<file path="src/rtl/sam_pkg.sv">
package sam_pkg;
    localparam int unsigned TAG_W   = 4;
    localparam int unsigned MAX_MST = 16;

    typedef enum logic [1:0] {
        RSP_OKAY  = 2'b00,
        RSP_ERROR = 2'b01,
        RSP_RETRY = 2'b10,
        RSP_SPLIT = 2'b11
    } rsp_e;
endpackage

</file>
<file path="src/rtl/sam_mask_track.sv">
module sam_mask_track
    import sam_pkg::*;
#(
    parameter int unsigned N_MST = 6
) (
    input  logic               clk,
    input  logic               rst_n,
    input  logic               split_i,
    input  logic [TAG_W-1:0]   owner_i,
    input  logic [MAX_MST-1:0] rel_i,
    output logic [N_MST-1:0]   mask_o
);
    typedef struct packed {
        logic [N_MST-1:0] mask;
    } mt_state_t;

    mt_state_t st_d, st_q;

    always_comb begin
        st_d = st_q;
        for (int i = 0; i < N_MST; i++) begin
            if (split_i && (owner_i == TAG_W'(i))) begin
                st_d.mask[i] = 1'b1;
            end
            if (rel_i[i]) begin
                st_d.mask[i] = 1'b0;
            end
        end
    end

    always_ff @(posedge clk or negedge rst_n) begin
        if (!rst_n) begin
            st_q <= '0;
        end else begin
            st_q <= st_d;
        end
    end

    assign mask_o = st_q.mask;

    logic [MAX_MST-1:0] mask_x;
    assign mask_x = MAX_MST'(st_q.mask);

    p_split_sets_r2: assert property (@(posedge clk) disable iff (!rst_n)
        (split_i && ({1'b0, owner_i} < 5'(N_MST)) && !rel_i[owner_i])
        |=> mask_x[$past(owner_i)]);

    p_quiet_resp_r10: assert property (@(posedge clk) disable iff (!rst_n)
        !split_i |=> ((st_q.mask & ~$past(st_q.mask)) == '0));

    for (genvar g = 0; g < N_MST; g++) begin : g_rel_chk
        p_release_clears_r3: assert property (@(posedge clk) disable iff (!rst_n)
            rel_i[g] |=> !st_q.mask[g]);
    end
endmodule

</file>
<file path="src/rtl/sam_prio_sel.sv">
module sam_prio_sel
    import sam_pkg::*;
#(
    parameter int unsigned N_MST   = 6,
    parameter int unsigned DEF_MST = 5
) (
    input  logic [N_MST-1:0] req_i,
    output logic [N_MST-1:0] grant_o
);
    always_comb begin
        grant_o = '0;
        for (int i = N_MST - 1; i >= 0; i--) begin
            if (req_i[i]) begin
                grant_o    = '0;
                grant_o[i] = 1'b1;
            end
        end
        if (req_i == '0) begin
            grant_o[DEF_MST] = 1'b1;
        end
    end
endmodule

</file>
<file path="src/rtl/split_aware_arbiter.sv">
module split_aware_arbiter
    import sam_pkg::*;
#(
    parameter int unsigned N_MST   = 6,
    parameter int unsigned DEF_MST = N_MST - 1
) (
    input  logic               clk,
    input  logic               rst_n,
    input  logic [N_MST-1:0]   req_i,
    input  logic               ready_i,
    input  logic [1:0]         resp_i,
    input  logic [MAX_MST-1:0] split_rel_i,
    output logic [N_MST-1:0]   masked_req_o,
    output logic [N_MST-1:0]   grant_o,
    output logic [TAG_W-1:0]   mst_tag_o
);
    localparam logic [N_MST-1:0] DEF_ONEHOT = N_MST'(1) << DEF_MST;

    typedef struct packed {
        logic [N_MST-1:0] grant;
        logic [TAG_W-1:0] dtag;
    } arb_state_t;

    arb_state_t       st_d, st_q;
    logic [N_MST-1:0] mask;
    logic [N_MST-1:0] sel_grant;
    logic [TAG_W-1:0] tag;
    logic             split_seen;

    assign split_seen = (rsp_e'(resp_i) == RSP_SPLIT);

    sam_mask_track #(.N_MST(N_MST)) i_mask (
        .clk     (clk),
        .rst_n   (rst_n),
        .split_i (split_seen),
        .owner_i (st_q.dtag),
        .rel_i   (split_rel_i),
        .mask_o  (mask)
    );

    assign masked_req_o = req_i & ~mask;

    sam_prio_sel #(.N_MST(N_MST), .DEF_MST(DEF_MST)) i_sel (
        .req_i   (masked_req_o),
        .grant_o (sel_grant)
    );

    always_comb begin
        tag = '0;
        for (int i = 0; i < N_MST; i++) begin
            if (st_q.grant[i]) begin
                tag = TAG_W'(i);
            end
        end
    end

    always_comb begin
        st_d = st_q;
        if (ready_i) begin
            st_d.grant = sel_grant;
            st_d.dtag  = tag;
        end
    end

    always_ff @(posedge clk or negedge rst_n) begin
        if (!rst_n) begin
            st_q.grant <= DEF_ONEHOT;
            st_q.dtag  <= TAG_W'(DEF_MST);
        end else begin
            st_q <= st_d;
        end
    end

    assign grant_o   = st_q.grant;
    assign mst_tag_o = tag;

    p_hold_r8: assert property (@(posedge clk) disable iff (!rst_n)
        !ready_i |=> ($stable(grant_o) && $stable(mst_tag_o)));

    p_onehot_r9: assert property (@(posedge clk) disable iff (!rst_n)
        $countones(grant_o) == 1);

    p_default_r7: assert property (@(posedge clk) disable iff (!rst_n)
        (ready_i && (masked_req_o == '0)) |=> (grant_o == DEF_ONEHOT));

    p_masked_loses_r2: assert property (@(posedge clk) disable iff (!rst_n)
        (ready_i && (masked_req_o != '0)) |=> ((grant_o & $past(masked_req_o)) != '0));
endmodule

</file>
<file path="config.mk">
export PLATFORM = sky130hd
export DESIGN_NAME = split_aware_arbiter
export DESIGN_NICKNAME = d
export VERILOG_FILES = /design/src/rtl/sam_pkg.sv /design/src/rtl/sam_mask_track.sv /design/src/rtl/sam_prio_sel.sv /design/src/rtl/split_aware_arbiter.sv
export SDC_FILE = /design/constraint.sdc
export NUM_CORES = 1
export LEC_CHECK = 0
export ABC_AREA = 1
export BUFFER_PORTS_ARGS = -buffer_cell sky130_fd_sc_hd__buf_2
export CAP_MARGIN = 0
export CELL_PAD_IN_SITES_DETAIL_PLACEMENT = 1
export CELL_PAD_IN_SITES_GLOBAL_PLACEMENT = 2
export CORE_MARGIN = 2
export CORE_UTILIZATION = 20
export DETAILED_ROUTE_END_ITERATION = 6
export PLACE_DENSITY_LB_ADDON = 0.1
export SLEW_MARGIN = 0
export SYNTH_ARGS = -nofsm -noshare
export SYNTH_HDL_FRONTEND = slang
export SYNTH_SLANG_ARGS = --single-unit
export TNS_END_PERCENT = 5
</file>
<file path="constraint.sdc">
create_clock -name clk -period 0.9 [get_ports clk]
set_input_delay 0.225 -clock clk [delete_from_list [all_inputs] [get_ports clk]]
set_output_delay 0.225 -clock clk [all_outputs]
set_load 0.05 [all_outputs]
</file>
==> impl_metrics.toml, run 1 <==
[run_status]
status = "finished, violations left"
failed_checks = "setup timing"

[run]
maxCapViolCount = 0

[synthesis]
synth_cell_types = 22
yosys.area_share.simple = 0.285
synthMuxAreaShare = 0
seq_area_frac_synth = 0.493
synth_nets = 124
netlist_instances = 97
synth.ff_latch_count = 15
synth_area_sq_um = 769
avgSynthCellArea_sq_um = 7.93
synth-compound-area-share = 0.0846
synth-xor-area-share = 0
synthAdderAreaFrac = 0
synth_top_family_by_area = "simple AND/OR/NAND/NOR gates"
yosysWarnings = 0

[timing]
skew_ps = 1.56
fin_crit_ps = 1330
finalCritPeriodShare = 1.48
layout_setup_ws_ps = -432
fin_tns_setup_ps = -4450
maxSlewViolCount = 0
rsz0062_at_grt = "yes"
setup_violations = 21
finalHoldViolations = 0
fmax_ghz = 0.751

[cts]
insertion_delay_ps = 240
cts_setup_buffers = 0
clock_sinks = 15
cts_buffer_depth = 2
cts_root_buf = "clkbuf_8"
cts_tree = "built"
clk_pin_slew_ps = 60
cts.htree.levels = 1
cts_buffers = 3

[drt]
first_iter_violations = 14
routedWlPerCell_um = 10.5
vias_per_cell = 3.98
ant_nets = 0
vias = 804
firstDrtPassIters = 4
drc = 0
wl_um = 2120

[cells_and_area]
drive_above_1_share = 0.630
syn_to_final_growth_pct = 78.9
n_antenna_cell = 0
nNetsFinal = 182

[worst_setup_path]
r2r_setup_slack_ps = -100
end_kind = "output pin"
startpoint_type = "flip-flop"
r2r_cells = 4
required_ps = 670
crit_type = "flip-flop to output pin"
r2r-end = "i_mask.mask_o[5]$_DFFE_PN0P_"
reg2reg_from = "st_q[0]$_DFFE_PN1P_"
critical_path_arrival_ps = 1110
critical_path.max_fanout = 3

[pwr]
power.static_leakage_nw = 0.689
power.density_nw_per_um2 = 1470
peakVddDrop_mv = 0.436

[floorplanning]
die_w_um = 66.0
core_area_sq_um = 3690
die_y_um = 66.0
num_io_pins = 43
start_util = 0.209
std_cell_rows = 22
fp.dieArea_sq_um = 4360

[place]
place_hpwl_um = 1740
pre_cts_slack_ps = -251
globalplace.congestion = 0.688
io_buffers = 31

[global_route]
use_met3 = 0.0290
grt_overflow = 0
grt_pass1_wl_um = 3770
grt.met2_usage = 0.203
grt_max_degree = 16
antenna_found_initial = 0
gr-usage-all-layers = 0.115
busiest_layer = "met2"
grt_pass1_vias = 881
grtUsageMet1 = 0.134

[worst_hold_path]
min_to = "i_mask.mask_o[2]$_DFFE_PN0P_"
worstHoldStart = "split_rel_i[2]"
min_path_cells = 2
hold_path_class = "input port to flip-flop"
## per-stage QoR
stage,cells,power [W],area [sq um],hold WS [ps],utilization
floorplan,97,0.00116,807,-70.6,-
global placement,197,0.00137,1180,165,0.319
detailed placement,197,0.00138,1180,157,0.319
CTS,202,0.00203,1340,117,0.363
global route,202,0.00215,1380,109,0.373
finish,202,0.00203,1380,118,0.373
## power by group
| group | switching, W | internal (W) |
|---|---|---|
| clock | 0.000233 | 0.000313 |
| combinational | 0.000409 | 0.000292 |
| sequential | 0.0000483 | 0.000734 |
| total | 0.000690 | 0.00134 |
## layout by cell type, fill, tap and decap left out, drive strengths merged
cell type    Yosys  final
nand3            6      6
a21oi            7      7
o22ai            1      1
inv             19     19
o21ai            2      2
dfstp            3      3
a31oi            1      1
nor2            13     13
dlygate4sd3      0      1
nand2           28     28
nor3             1      1
dfrtp           12     12
conb             1      1
clkbuf           0      4
buf              3     55
## worst max-delay path by stage
stage                           startpoint      endpoint  slack, ps  depth (start not counted)
finish              grant_o[4]$_DFFE_PN0P_  mst_tag_o[1]       -430                          4
CTS                 grant_o[4]$_DFFE_PN0P_  mst_tag_o[1]       -440                          4
global placement    grant_o[5]$_DFFE_PN1P_  mst_tag_o[2]       -240                          3
global route        grant_o[2]$_DFFE_PN0P_  mst_tag_o[0]       -490                          6
floorplan           grant_o[4]$_DFFE_PN0P_  mst_tag_o[1]       -400                          3
detailed placement  grant_o[4]$_DFFE_PN0P_  mst_tag_o[1]       -250                          4
## repair_timing
action                     CTS  global route
hold buffers                 1             0
resized for setup           39            12
pin swaps                    5             2
hold endpoints to repair    12             0
cloned                       0             0
setup endpoints to repair   23            28
## layout make-up
class                      count  area [sq um]
clock buffer                   4          45.0
fill                         459          2310
inverter                      19          86.3
multi-input combinational     60           350
sequential                    15           384
tap                           48          60.1
timing repair buffer          56           450
## routing by layer
layer  wire length (um)  part of all wire
met1                913              0.43
met2               1060              0.50
met3                115             0.054
met4                 29             0.014
met5                  0                 0
## cells in the mapped netlist, drive strengths merged
cell   instances  area share
nand2         28        0.14
inv           19       0.099
nor2          13       0.086
dfrtp         12        0.39
a21oi          7       0.050
nand3          6       0.046
buf            3       0.034
dfstp          3        0.10
o21ai          2       0.018
a31oi          1      0.0081
conb           1      0.0049
nor3           1       0.013
o22ai          1      0.0081
## logic make-up after synthesis
| group | after synthesis |
|---|---|
| other | 1 |
| DFF | 15 |
| and+or+nand+nor | 48 |
| buffers and inverters | 22 |
| AOI/OAI and AO/OA | 11 |
## critical path, cell delays in order, from the launching register on
cell,delay [ps]
dfrtp_2,420
inv_4,90
nand2_8,60
a21oi_4,120
buf_6,170
## state kept, by name (all words and copies together), names as in the netlist
register       cells
grant_o            6
i_mask.mask_o      6
st_q               3
(Power assumes the default switching activity.)
==> run 2: changes to the inputs <==
--- a/config.mk
+++ b/config.mk
@@ -5,13 +5,13 @@
 export SDC_FILE = /design/constraint.sdc
 export NUM_CORES = 1
 export LEC_CHECK = 0
-export ABC_AREA = 1
+export ABC_AREA = 0
 export BUFFER_PORTS_ARGS = -buffer_cell sky130_fd_sc_hd__buf_2
 export CAP_MARGIN = 0
 export CELL_PAD_IN_SITES_DETAIL_PLACEMENT = 1
 export CELL_PAD_IN_SITES_GLOBAL_PLACEMENT = 2
 export CORE_MARGIN = 2
-export CORE_UTILIZATION = 20
+export CORE_UTILIZATION = 21
 export DETAILED_ROUTE_END_ITERATION = 6
 export PLACE_DENSITY_LB_ADDON = 0.1
 export SLEW_MARGIN = 0
==> impl_metrics.toml, run 2 <==
[timing]
fin_tns_setup_ps = -7600
finalHoldViolations = 0
layout_setup_ws_ps = -555
rsz0062_at_grt = "yes"
setup_violations = 29
skew_ps = 4.63
maxSlewViolCount = 0
fin_crit_ps = 1450
finalCritPeriodShare = 1.62
fmax_ghz = 0.687

[cells_and_area]
fin_cells = 166
multi_input_area_sq_um = 355
mostFrequentLayoutCells = "20 x buf_4, 16 x buf_2, 11 x dfrtp_1, 9 x buf_6, 8 x nor2_1"
fillers = 392
nNetsFinal = 148
mostFrequentLayoutCell = "buf_4"
drive_above_1_share = 0.608
syn_to_final_growth_pct = 72.6
finalCoreUtilization = 0.376
n_antenna_cell = 0
ff_latch_area_sq_um = 380

[floorplanning]
start_util = 0.218
fp.dieArea_sq_um = 3920
core_area_sq_um = 3310
std_cell_rows = 21
die_y_um = 62.6
num_io_pins = 43
die_w_um = 62.6

[drt]
vias_per_cell = 4.10
vias = 680
firstDrtPassIters = 4
ant_nets = 0
drc = 0
routedWlPerCell_um = 12.2
first_iter_violations = 22
wl_um = 2030

[worst_hold_path]
min_to = "i_mask.mask_o[1]$_DFFE_PN0P_"
min_path_cells = 2
worstHoldStart = "split_rel_i[1]"
hold_path_class = "input port to flip-flop"

[synthesis]
avgSynthCellArea_sq_um = 10.4
netlist.area_leader.share = 0.417
synth_top_family_by_area = "simple AND/OR/NAND/NOR gates"
ys.flop_type = "dfrtp_1"
synth_nets = 96
yosys.area_share.simple = 0.247
synthAdderAreaFrac = 0
synth_area_sq_um = 721
async_flop_share = 1.00
synth_commonest_cells = "12 x dfrtp_1, 9 x nor2_1, 6 x a21oi_1, 6 x inv_1, 5 x nor2b_1"
synth-xor-area-share = 0
seq_area_frac_synth = 0.526
synth-compound-area-share = 0.118
synth_edf_count = 0
yosys.area.top_type = "dfrtp_1"
synth_cell_types = 23
synth.ff_latch_count = 15
netlist_top_cells_area = "dfrtp_1 42%, dfstp_2 11%, nor2_1 4.7%"
netlist_instances = 69
yosysWarnings = 0
synth.most_common_cell = "dfrtp_1"
synthMuxAreaShare = 0.0469

[cts]
cts_buffers = 3
cts_root_buf = "clkbuf_4"
clock_sinks = 15
cts_buffer_depth = 2
cts.htree.levels = 1
insertion_delay_ps = 280
clk_pin_slew_ps = 90
cts_tree = "built"

[worst_setup_path]
r2r_cells = 3
reg2reg_from = "i_mask.mask_o[1]$_DFFE_PN0P_"
r2r-end = "grant_o[5]$_DFFE_PN1P_"
r2r_setup_slack_ps = -280
critical_path.max_fanout = 3
crit_type = "flip-flop to output pin"
required_ps = 670
crit_chain = "or2_4 -> nor2_4 -> buf_8"
startpoint_type = "flip-flop"
critical_path_arrival_ps = 1230
end_kind = "output pin"
cp_slowest_stage_delay_ps = 420
crit_path_top_delay_cell = "dfrtp_2"

[pwr]
pwr-share-comb = 0.375
power.switching_w = 0.000643
swShare = 0.348
seq_power_share = 0.414
peakVddDrop_mv = 0.808
power.static_leakage_nw = 0.605
p_int_w = 0.00121
power.density_nw_per_um2 = 1490
pwr-share-clk = 0.211

[global_route]
gr-usage-all-layers = 0.109
grt_max_degree = 16
grt_overflow = 0
grt_pass1_vias = 730
antenna_found_initial = 0
grt_pass1_wl_um = 3280

[place]
globalplace.congestion = 0.705
place_hpwl_um = 1610
io_buffers = 31
placedCellCount = 160

[run]
maxCapViolCount = 0

[run_status]
failed_checks = "setup timing"
status = "finished, violations left"
==> run 2: cell types whose count changed after synthesis, moves of 3 or more <==
cell / previous run / this run
nor2_2: 4 / 0
o21ai_0: 0 / 3
nor2b_1: 0 / 5
inv_2: 4 / 0
inv_1: 14 / 6
mux2_2: 0 / 3
nand3_1: 5 / 0
nand2_1: 27 / 4
==> run 2: timing repair <==
item / CTS / global route
hold buffers: 1 / 0
setup buffers: 1 / 0
endpoints found under the hold margin: 12 / 0
gates resized for setup: 35 / 5
pin swaps: 8 / 1
setup endpoints to repair: 30 / 29
==> run 2: power by group through the flow <==
stage          Clock [W]  Combinational, W  Sequential [W]
3_3_place_gp           0          0.000580        0.000777
3_5_place_dp           0          0.000584        0.000776
5_1_grt         0.000452          0.000738        0.000774
2_1_floorplan          0          0.000294        0.000845
4_1_cts         0.000423          0.000674        0.000768
6_report        0.000391          0.000693        0.000767
==> run 2: worst max-delay path by stage <==
stage | endpoint | cells past startpoint | start
finish | mst_tag_o[1] | 3 | grant_o[4]$_DFFE_PN0P_
global route | mst_tag_o[1] | 3 | grant_o[4]$_DFFE_PN0P_
CTS | mst_tag_o[1] | 3 | grant_o[4]$_DFFE_PN0P_
detailed placement | mst_tag_o[0] | 4 | grant_o[1]$_DFFE_PN0P_
global placement | mst_tag_o[0] | 4 | grant_o[1]$_DFFE_PN0P_
floorplan | st_q[1]$_DFFE_PN0P_ | 3 | grant_o[5]$_DFFE_PN1P_
==> run 2: layout make-up <==
type,count,area share
Inverter,6,0.0181
Timing Repair Buffer,50,0.323
Multi-Input combinational cell,45,0.286
Tap cell,46,0.0463
Clock buffer,4,0.0211
Sequential cell,15,0.306
==> run 2: through the flow <==
stage | instance area (sq um) | hold slack, ps | setup WS, ps | total power [W]
2_1_floorplan | 741 | -70.6 | -577 | 0.00114
3_3_place_gp | 1060 | 166 | -332 | 0.00136
3_5_place_dp | 1060 | 160 | -368 | 0.00136
4_1_cts | 1210 | 60.1 | -568 | 0.00186
5_1_grt | 1240 | 51.0 | -614 | 0.00196
6_report | 1240 | 81.3 | -555 | 0.00185
==> run 2: cell families after synthesis <==
family                 Yosys count
AO/OA/AOI/OAI                   13
other                            1
AND/OR/NAND/NOR                 28
multiplexers                     3
flip-flops                      15
buffers and inverters            9
==> run 2: layer usage <==
layer | share of wire | vias to the layer above | track usage
met2 | 0.53 | 19 | 0.196
met4 | 0.0094 | 0 | 0.0333
met3 | 0.048 | 2 | 0.0378
met5 | 0 | - | 0
met1 | 0.41 | 326 | 0.121
li1 | - | 333 | -
==> run 2: worst max-delay path, delay by kind of cell (launching register included) <==
kind          cells  cell delay (ps)
flops             1              420
simple gates      2              380
buf+inv           1              150
